## src/rtl/wdw_pkg.sv

```systemverilog
package wdw_pkg;

   // Upper-limit selector: each step doubles the base limit.
   typedef enum logic [1:0] {
      WIN_X1 = 2'b00,
      WIN_X2 = 2'b01,
      WIN_X4 = 2'b10,
      WIN_X8 = 2'b11
   } win_sel_e;

   // Selection loaded by reset: the widest window.
   localparam win_sel_e WIN_RESET_SEL = WIN_X8;

   // Number of distinct window selections.
   localparam int unsigned WIN_CHOICES = 4;

endpackage

```

## src/rtl/wdw_window_timer.sv

```systemverilog
module wdw_window_timer
   import wdw_pkg::*;
#(
   parameter int unsigned LOWER_CYC = 2048,
   parameter int unsigned UPPER_MIN = 8192,
   parameter int unsigned SEL_MSB   = 7,
   parameter int unsigned CNT_W     = 17
) (
   input  logic             clk,
   input  logic             rst_n,
   input  logic             cyc_tick,
   input  logic             svc_wr,
   input  logic [7:0]       svc_data,
   output logic             wd_err,
   output logic [CNT_W-1:0] cnt,
   output logic [CNT_W-1:0] upper
);

   localparam logic [CNT_W-1:0] LOWER_LIM = CNT_W'(LOWER_CYC);

   win_sel_e         sel_q;
   logic [CNT_W-1:0] cnt_q;
   logic             err_q;
   logic [CNT_W-1:0] lim [WIN_CHOICES];
   logic             early;
   logic             late;
   logic             unused_data;

   // One limit per selection code, each twice the previous one.
   for (genvar g = 0; g < int'(WIN_CHOICES); g++) begin : g_limits
      localparam int unsigned LIM_G = UPPER_MIN << g;
      assign lim[g] = CNT_W'(LIM_G);
   end

   assign upper       = lim[sel_q];
   assign early       = svc_wr && (cnt_q < LOWER_LIM);
   assign late        = cyc_tick && !svc_wr && (cnt_q == upper);
   assign unused_data = ^svc_data;

   always_ff @(posedge clk or negedge rst_n) begin
      if (!rst_n) begin
         cnt_q <= '0;
         sel_q <= WIN_RESET_SEL;
         err_q <= 1'b0;
      end else begin
         err_q <= early || late;
         if (svc_wr) begin
            cnt_q <= '0;
            if (!early) begin
               sel_q <= win_sel_e'(svc_data[SEL_MSB -: 2]);
            end
         end else if (cyc_tick) begin
            if (late) begin
               cnt_q <= '0;
            end else begin
               cnt_q <= cnt_q + 1'b1;
            end
         end
      end
   end

   assign wd_err = err_q;
   assign cnt    = cnt_q;

   AST_CNT_BOUND: assert property (@(posedge clk) disable iff (!rst_n)
      cnt_q <= upper);
   AST_WRITE_RESTART: assert property (@(posedge clk) disable iff (!rst_n)
      svc_wr |=> (cnt_q == '0));
   AST_SEL_HOLD: assert property (@(posedge clk) disable iff (!rst_n)
      !svc_wr |=> $stable(sel_q));
   AST_NO_TICK_HOLD: assert property (@(posedge clk) disable iff (!rst_n)
      (!svc_wr && !cyc_tick) |=> $stable(cnt_q));

endmodule

```

## src/rtl/wdw_clk_monitor.sv

```systemverilog
module wdw_clk_monitor #(
   parameter int unsigned RELEASE_CYC = 16
) (
   input  logic clk,
   input  logic rst_n,
   input  logic cyc_tick,
   input  logic clk_fail,
   output logic cm_err
);

   localparam int unsigned RW = $clog2(RELEASE_CYC);
   localparam int unsigned QW = $clog2(RELEASE_CYC + 2);
   localparam logic [RW-1:0] REL_LAST = RW'(RELEASE_CYC - 1);
   localparam logic [QW-1:0] Q_REL    = QW'(RELEASE_CYC);
   localparam logic [QW-1:0] Q_MAX    = QW'(RELEASE_CYC + 1);

   logic          hold_q;
   logic [RW-1:0] rel_q;

   always_ff @(posedge clk or negedge rst_n) begin
      if (!rst_n) begin
         hold_q <= 1'b0;
         rel_q  <= '0;
      end else if (clk_fail) begin
         hold_q <= 1'b1;
         rel_q  <= '0;
      end else if (hold_q && cyc_tick) begin
         if (rel_q == REL_LAST) begin
            hold_q <= 1'b0;
            rel_q  <= '0;
         end else begin
            rel_q  <= rel_q + 1'b1;
         end
      end
   end

   assign cm_err = hold_q;

   // Independent count of ticks since the fault cleared, used only by the checks.
   logic [QW-1:0] quiet_q;
   always_ff @(posedge clk or negedge rst_n) begin
      if (!rst_n) begin
         quiet_q <= '0;
      end else if (clk_fail) begin
         quiet_q <= '0;
      end else if (cyc_tick && quiet_q != Q_MAX) begin
         quiet_q <= quiet_q + 1'b1;
      end
   end

   AST_FAIL_HOLD: assert property (@(posedge clk) disable iff (!rst_n)
      clk_fail |=> hold_q);
   AST_RELEASE_EXACT: assert property (@(posedge clk) disable iff (!rst_n)
      $fell(hold_q) |-> (quiet_q == Q_REL));

endmodule

```

## src/rtl/wdw_supervisor.sv

```systemverilog
module wdw_supervisor #(
   parameter int unsigned LOWER_CYC   = 2048,
   parameter int unsigned UPPER_MIN   = 8192,
   parameter int unsigned SEL_MSB     = 7,
   parameter int unsigned RELEASE_CYC = 16,
   parameter bit          OUT_REG     = 1'b0,
   localparam int unsigned CNT_W      = $clog2(UPPER_MIN * 8 + 1)
) (
   input  logic             clk,
   input  logic             rst_n,
   input  logic             cyc_tick,
   input  logic             svc_wr,
   input  logic [7:0]       svc_data,
   input  logic             clk_fail,
   output logic             err_n,
   output logic [CNT_W-1:0] win_lo,
   output logic [CNT_W-1:0] win_hi
);

   // Parameter checks, evaluated at elaboration.
   if (RELEASE_CYC < 16 || RELEASE_CYC > 32) begin : g_bad_release
      $error("RELEASE_CYC must lie in 16..32");
   end
   if (LOWER_CYC == 0 || LOWER_CYC >= UPPER_MIN) begin : g_bad_lower
      $error("LOWER_CYC must be non-zero and below UPPER_MIN");
   end
   if (SEL_MSB < 1 || SEL_MSB > 7) begin : g_bad_sel
      $error("SEL_MSB must address a two-bit field inside the byte");
   end

   logic             wd_err;
   logic             cm_err;
   logic [CNT_W-1:0] cnt;
   logic [CNT_W-1:0] upper;

   wdw_window_timer #(
      .LOWER_CYC (LOWER_CYC),
      .UPPER_MIN (UPPER_MIN),
      .SEL_MSB   (SEL_MSB),
      .CNT_W     (CNT_W)
   ) i_timer (
      .clk      (clk),
      .rst_n    (rst_n),
      .cyc_tick (cyc_tick),
      .svc_wr   (svc_wr),
      .svc_data (svc_data),
      .wd_err   (wd_err),
      .cnt      (cnt),
      .upper    (upper)
   );

   wdw_clk_monitor #(
      .RELEASE_CYC (RELEASE_CYC)
   ) i_clkmon (
      .clk      (clk),
      .rst_n    (rst_n),
      .cyc_tick (cyc_tick),
      .clk_fail (clk_fail),
      .cm_err   (cm_err)
   );

   assign win_lo = CNT_W'(LOWER_CYC);
   assign win_hi = upper;

   if (OUT_REG) begin : g_out_reg
      logic err_n_q;
      always_ff @(posedge clk or negedge rst_n) begin
         if (!rst_n) err_n_q <= 1'b1;
         else        err_n_q <= !(wd_err || cm_err);
      end
      assign err_n = err_n_q;
   end else begin : g_out_comb
      assign err_n = !(wd_err || cm_err);

      AST_FAIL_OUT: assert property (@(posedge clk) disable iff (!rst_n)
         clk_fail |=> !err_n);
      AST_LATE_OUT: assert property (@(posedge clk) disable iff (!rst_n)
         (cyc_tick && !svc_wr && cnt == upper) |=> !err_n);
   end

endmodule

```

## config.mk

```make
export PLATFORM = sky130hd
export DESIGN_NAME = wdw_supervisor
export DESIGN_NICKNAME = d
export VERILOG_FILES = /design/src/rtl/wdw_pkg.sv /design/src/rtl/wdw_window_timer.sv /design/src/rtl/wdw_clk_monitor.sv /design/src/rtl/wdw_supervisor.sv
export SDC_FILE = /design/constraint.sdc
export NUM_CORES = 1
export LEC_CHECK = 0
export ABC_AREA = 1
export BUFFER_PORTS_ARGS = -buffer_cell sky130_fd_sc_hd__buf_4
export CAP_MARGIN = 20
export CORE_MARGIN = 10
export CORE_UTILIZATION = 50
export CTS_CLUSTER_SIZE = 14
export DETAILED_ROUTE_END_ITERATION = 16
export HOLD_SLACK_MARGIN = 0.03
export PLACE_DENSITY = 0.76
export SLEW_MARGIN = 25
export SYNTH_ARGS = -nofsm -noshare
export SYNTH_HDL_FRONTEND = slang
export SYNTH_HIERARCHICAL = 1
export SYNTH_SLANG_ARGS = --single-unit
```

## constraint.sdc

```tcl
create_clock -name clk -period 2.6 [get_ports clk]
set_input_delay 0.26 -clock clk [delete_from_list [all_inputs] [get_ports clk]]
set_output_delay 0.26 -clock clk [all_outputs]
set_load 0.01 [all_outputs]
```

Word-level counts from Yosys, hierarchy flattened
Index checks and enable logic that the tools add are counted. W data, S select, Z words.

$lt $le $gt $ge: 2. Bitwise logic cells: 2. Reductions and logical operators: 13. $add $sub $neg: 2. Muxes and demuxes: 12. Eq/ne operators: 2.

Operators by type and width (number): $mux W17 (5); $bmux W17 S2 (1); $add A17 B1 Y17 const B (1); $eq A17 B17 Y1 (1); $lt A17 B12 Y1 const B (1); $mux W4 (3); $reduce_bool A2 Y1 (3); $add A4 B1 Y4 const B (1); $eq A4 B4 Y1 const B (1); $logic_and A1 B1 Y1 (4); $reduce_and A2 Y1 (2); $ge A3 B3 Y1 const B (1); $mux W1 (3); $not A2 Y3 (1); $logic_not A1 Y1 (2); $logic_or A1 B1 Y1 (2); $not A1 Y1 (1).

Output and inout port bits: 35. Bits in registers: 25. Input bits: 13. Logic and storage cells: 38.

Longest topological paths before layout
Depth after elaboration: 9. Gate-level depth with buffers: 9. Gate-level depth less buffers: 9.

By module
Netlist, hierarchy kept.

Modules (own cells, without submodules): wdw_window_timer (area an instance 1447.6 um2, times used 1, cells each 214, sequential area each 503.0 um2); wdw_clk_monitor (area an instance 255.2 um2, times used 1, cells each 33, sequential area each 125.1 um2); wdw_supervisor (area an instance 138.9 um2, times used 1, cells each 20, sequential area each 0.0 um2).

Least setup slack after synthesis
No wires, ideal clock.

Path type: register -> register. From: register i_timer.sel_q[1]. To: register i_timer.cnt_q[13] (netlist: i_timer/cnt[13]). Period minus slack after synthesis: 1400 ps. Setup slack: 1200 ps. Library setup time: 118 ps. Arrival time: 1282 ps. Cell stages (with the launch flop): 8. Data required time: 2482 ps. Buffers on the path: 0. Path through: dfstp_2 -> inv_1 -> nor2_1 -> o21ai_0 -> nor2_1 -> nand3_2 -> nand3_1 -> nand2_1.

Longest elaborated chain between the ends: 9.

Ends and longest elaborated chain: start: declaration (RTL line wdw_window_timer.sv:21) `win_sel_e sel_q;`; start signal: assignment (RTL line wdw_window_timer.sv:50) `sel_q <= win_sel_e'(svc_data[SEL_MSB -: 2]);`; $not A2 Y3 (not written as such) (RTL line wdw_window_timer.sv:35) `assign upper = lim[sel_q];`; $bmux W17 S2 (RTL line wdw_window_timer.sv:35); $mux W17 (not written as such) (2 in series) (RTL line wdw_window_timer.sv:35); named net win_hi[15] (RTL line wdw_supervisor.sv:17) `output logic [CNT_W-1:0] win_hi`; $eq A17 B17 Y1 (RTL line wdw_window_timer.sv:37) `assign late = cyc_tick && !svc_wr && (cnt_q == upper);`; $logic_and A1 B1 Y1 (RTL line wdw_window_timer.sv:37); $mux W17 (RTL line wdw_window_timer.sv:53) `if (late) begin`; $mux W17 (RTL line wdw_window_timer.sv:52) `end else if (cyc_tick) begin`; $mux W17 (RTL line wdw_window_timer.sv:47) `if (svc_wr) begin`; end signal: assignment (RTL line wdw_window_timer.sv:56) `cnt_q <= cnt_q + 1'b1;`; end: declaration (RTL line wdw_window_timer.sv:22) `logic [CNT_W-1:0] cnt_q;`.

The timed path passes the listed nets, and every way through them passes these cells. The select of a mux whose other input is x is not followed. A chain may end at the register's enable or synchronous reset.

Worst setup path after layout
From: register i_timer.cnt_q[0] (netlist: i_timer/cnt[0]). To: register i_timer.cnt_q[16] (netlist: i_timer/cnt[16]).

Longest elaborated chain between the ends: 5. Elaborated cells on any way between the ends: 6. Those cells by class: add/sub: 1; eq/ne: 1; mux: 3; reduce/logical: 1.

Ends and longest elaborated chain (RTL line): branches (longest 2 deep; another with $add A17 B1 Y17); $mux W17 (*) (wdw_window_timer.sv:53); $mux W17 (*) (wdw_window_timer.sv:52); $mux W17 (*) (wdw_window_timer.sv:47).

Mark *: on every way between the ends. The select of a mux whose other input is x is not followed.

==> summary.md <==
| Metric | Value |
|---|---|
| Status | finished clean |
| Syn. warnings | 6 |
| CTS Sinks | 25 |
| Resize count post-CTS | 0 |
| Logic gate share of total power | 0.117 |
| CTS Hold Bufs | 1 |
| Area growth syn-to-layout | 2.79% |
| Die X | 80.7 um |
| CTS root buf | clkbuf_8 |
| NetSw | 0.193 mW |
| Post-CTS Setup Inserts | 0 |
| CP endpoint kind | flop |
| CP required | 2.76 ns |
| Max FO, Critical Path | 8 |
| Row count | 21 |
| Seq cells post-synth | 25 |
| Vias in the first global route | 1,427 |
| GRT Overall Usage | 0.117 |
| Period Utilization, post-route | 0.615 |
| Post-synthesis sequential area ratio | 0.341 |
| Synth Area in Compound Gates | 0.0543 |
| Netlist cell types | 26 |
| Worst Slack Setup Final | 1.00 ns |
| DPL Wire Length | 3.02 mm |
| Most used cell, CP | nand2_1 |
| Leakage | 1.01 nW |
| Hold slack | 0.198 ns |
| Post-Synth XOR/XNOR Area | 0.0238 |
| Max Fclk | 0.626 GHz |
| Min Tclk post-route | 1.60 ns |
| DR WL/cell | 12.0 um |
| Worst path arrival time | 1.76 ns |
| CTS tree | built |
| Final #Nets | 295 |
| Share of layout cells above drive strength 1 | 0.108 |
| Simple-gate share of the synthesized area | 0.347 |
| Ant. Diodes | 0 |
| Total grt overflow | 0 |
| Tot Pwr | 0.718 mW |
| ANT nets after route | 0 |
| Commonest non-fill, non-tap cells in the layout | nand2_1, inv_1, conb_1 |
| Setup TNS | 0 ns |
| Detailed-route wire length | 3.89 mm |
| Seq pwr share | 0.561 |
| Gpl congestion | 0.861 |
| Post-Synthesis Cells | 267 |
| Synth Cell Area | 0.00184 mm2 |
| Max Cap Viol | 0 |
| Initial antenna violation count | 0 |
| Worst Path Buf+Inv | 1 |
| Die Y | 80.7 um |
| Die ar. | 0.00651 mm2 |
| H-tree Lvls | 1 |
| Worst min-delay path class | in -> reg |
| DR iter-0 viols | 124 |
| Post-DP Area | 0.00184 mm2 |
| Worst stage delay on the critical path | 0.43 ns |
| Number of I/O port buffers | 11 |
| FILL cells | 361 |
| IO Count | 48 |
| Hold Vio Cnt, Final | 0 |
| Post-synthesis mux area share | 0 |
| Commonest non-fill, non-tap cell in the layout | nand2_1 |
| Pwr dens | 380 mW/mm2 |
| CP Launch Type | flop |
| Core Box Area | 0.00344 mm2 |
| Max rail drop VDD | 0.000298 V |
| Syn Area/Cell | 6.90 um2 |
| Initial core utilization | 0.535 |
| Largest net degree at the start of global routing | 26 |
| Maximum clock insertion buffer count | 2 |
| # DRC | 0 |
| Final Max Tran Viols | 0 |
| Via density | 4.80 |
| Clk network pwr share | 0.321 |
| CP max stage cell | dfrtp_1 |
| Storage element area | 628 um2 |
| Rel. slew slack | 0.639 |
| First-pass GRT wire length | 6.37 mm |
| CP Class | reg -> reg |
| Switch share | 0.269 |
| Cell area after layout | 0.00189 mm2 |
| Cell family with the largest share of critical-path delay | simple AND/OR/NAND/NOR gates |
| Pre-CTS setup slack | 1.03 ns |
| Multi-input logic area | 933 um2 |
| Worst-path clk slew | 0.09 ns |
| Internal Power | 0.525 mW |
| Final Setup Violations | 0 |
| CTS Buf Count | 3 |
| Worst path cell trace | inv_1 > ha_1 > nand2_1 > nor2_1 > nand2_1 > nor2_1 > nand3_2 > nand3_1 > nand2_1 |
| Fin Clk Skew | 0.00938 ns |
| DR vias | 1,555 |
| Unrepaired setup endpoints after global routing | false |
| Slew @ Worst Pin | 0.536 ns |
| Adder-Cell Fraction of Synth Area | 0.0204 |
| Clk Latency, worst-skew pair | 0.27 ns |
| First-pass iteration count of the detailed router | 4 |
| Largest family of logic cells by synthesized area | simple AND/OR/NAND/NOR gates |
-- cell families (layout without fill, tap and decap cells) --
kind of cell / Yosys count / count (layout)
XOR/XNOR: 5 / 5
AO/OA/AOI/OAI: 19 / 19
adder cells (fa/ha/maj): 3 / 3
buffers and inverters: 67 / 51
flip-flops: 25 / 25
AND/OR/NAND/NOR: 145 / 145
other: 3 / 30
-- cells in the mapped netlist --
| library cell | n | area [um2] |
|---|---|---|
| nor2_1 | 25 | 93.8 |
| buf_4 | 30 | 225 |
| o22ai_1 | 1 | 6.26 |
| nand3_2 | 1 | 10.0 |
| nand2_1 | 74 | 278 |
| inv_1 | 32 | 120 |
| nand2_2 | 4 | 25.0 |
| o2111ai_1 | 1 | 8.76 |
| nor3_1 | 1 | 5.00 |
| buf_2 | 1 | 5.00 |
| nand3_1 | 26 | 130 |
| nor2_2 | 4 | 25.0 |
| xor2_1 | 5 | 43.8 |
| inv_2 | 1 | 3.75 |
| ha_1 | 3 | 37.5 |
| dlymetal6s2s_1 | 1 | 12.5 |
| o21ai_1 | 1 | 5.00 |
| nor2_4 | 2 | 22.5 |
| o21ai_0 | 13 | 65.1 |
| nand4_1 | 8 | 50.1 |
| clkinv_1 | 1 | 3.75 |
| conb_1 | 3 | 11.3 |
| dfstp_2 | 2 | 52.6 |
| dfrtp_1 | 23 | 576 |
| a21oi_1 | 3 | 15.0 |
| buf_6 | 1 | 11.3 |
-- layer usage --
layer  track usage  up-vias  share of wire
met4        0.0156        0         0.0067
met5             0        -              0
met3        0.0345        4           0.11
met1         0.142      699           0.44
met2         0.203       59           0.44
li1              -      793              -
-- worst register-to-register path: stages (launching register included) --
cell and delay [ns]:
dfrtp_1 0.43, inv_1 0.12, ha_1 0.15, nand2_1 0.05, nor2_1 0.16, nand2_1 0.07
nor2_1 0.12, nand3_2 0.20, nand3_1 0.15, nand2_1 0.06
-- path summary, 6_finish.rpt --
path / slack, ns / endpoint / from / cells past startpoint
max: 1.00 / i_timer/cnt[16]$_DFFE_PN0P_ / i_timer/cnt[0]$_DFFE_PN0P_ / 9
min: 0.20 / i_timer/sel_q[0]$_DFFE_PN1P_ / svc_data[6] / 3
max reg2reg: 1.00 / i_timer/cnt[16]$_DFFE_PN0P_ / i_timer/cnt[0]$_DFFE_PN0P_ / 9
min reg2reg: 0.51 / i_timer/cnt[16]$_DFFE_PN0P_ / i_timer/cnt[16]$_DFFE_PN0P_ / 2
max in group asynchronous: 1.88 / i_timer/sel_q[1]$_DFFE_PN1P_ / rst_n / 2
min in group asynchronous: 0.43 / i_timer/cnt[11]$_DFFE_PN0P_ / rst_n / 2
-- metrics by stage --
| step | cells | util |
|---|---|---|
| 2_1_floorplan | 294 | - |
| 3_3_place_gp | 319 | 0.534 |
| 3_5_place_dp | 319 | 0.534 |
| 4_1_cts | 324 | 0.550 |
| 5_1_grt | 324 | 0.550 |
| 6_report | 324 | 0.550 |
-- registers in the layout (all words and copies together), names as in the netlist --
signal and cells:
i_timer/wd_err 1, i_timer/cnt 17, i_clkmon/rel_q 4, i_timer/sel_q 2, i_clkmon/cm_err 1
-- power groups by stage --
stage          registers (mW)  logic [mW]  clock network, mW
2_1_floorplan           0.409      0.0877                  0
3_3_place_gp            0.411      0.0800                  0
3_5_place_dp            0.411      0.0808                  0
4_1_cts                 0.403      0.0819              0.242
5_1_grt                 0.404      0.0958              0.255
6_report                0.403      0.0844              0.231
-- layout make-up --
class	instances	area share
flip-flops and latches	25	0.332
repair buffers	13	0.0529
multi-input cells	202	0.493
inverters	34	0.0674
well taps	46	0.0304
clock inverters	1	0.00264
clock buffers	3	0.0218
Note: power is estimated with default switching activity, not from simulation.
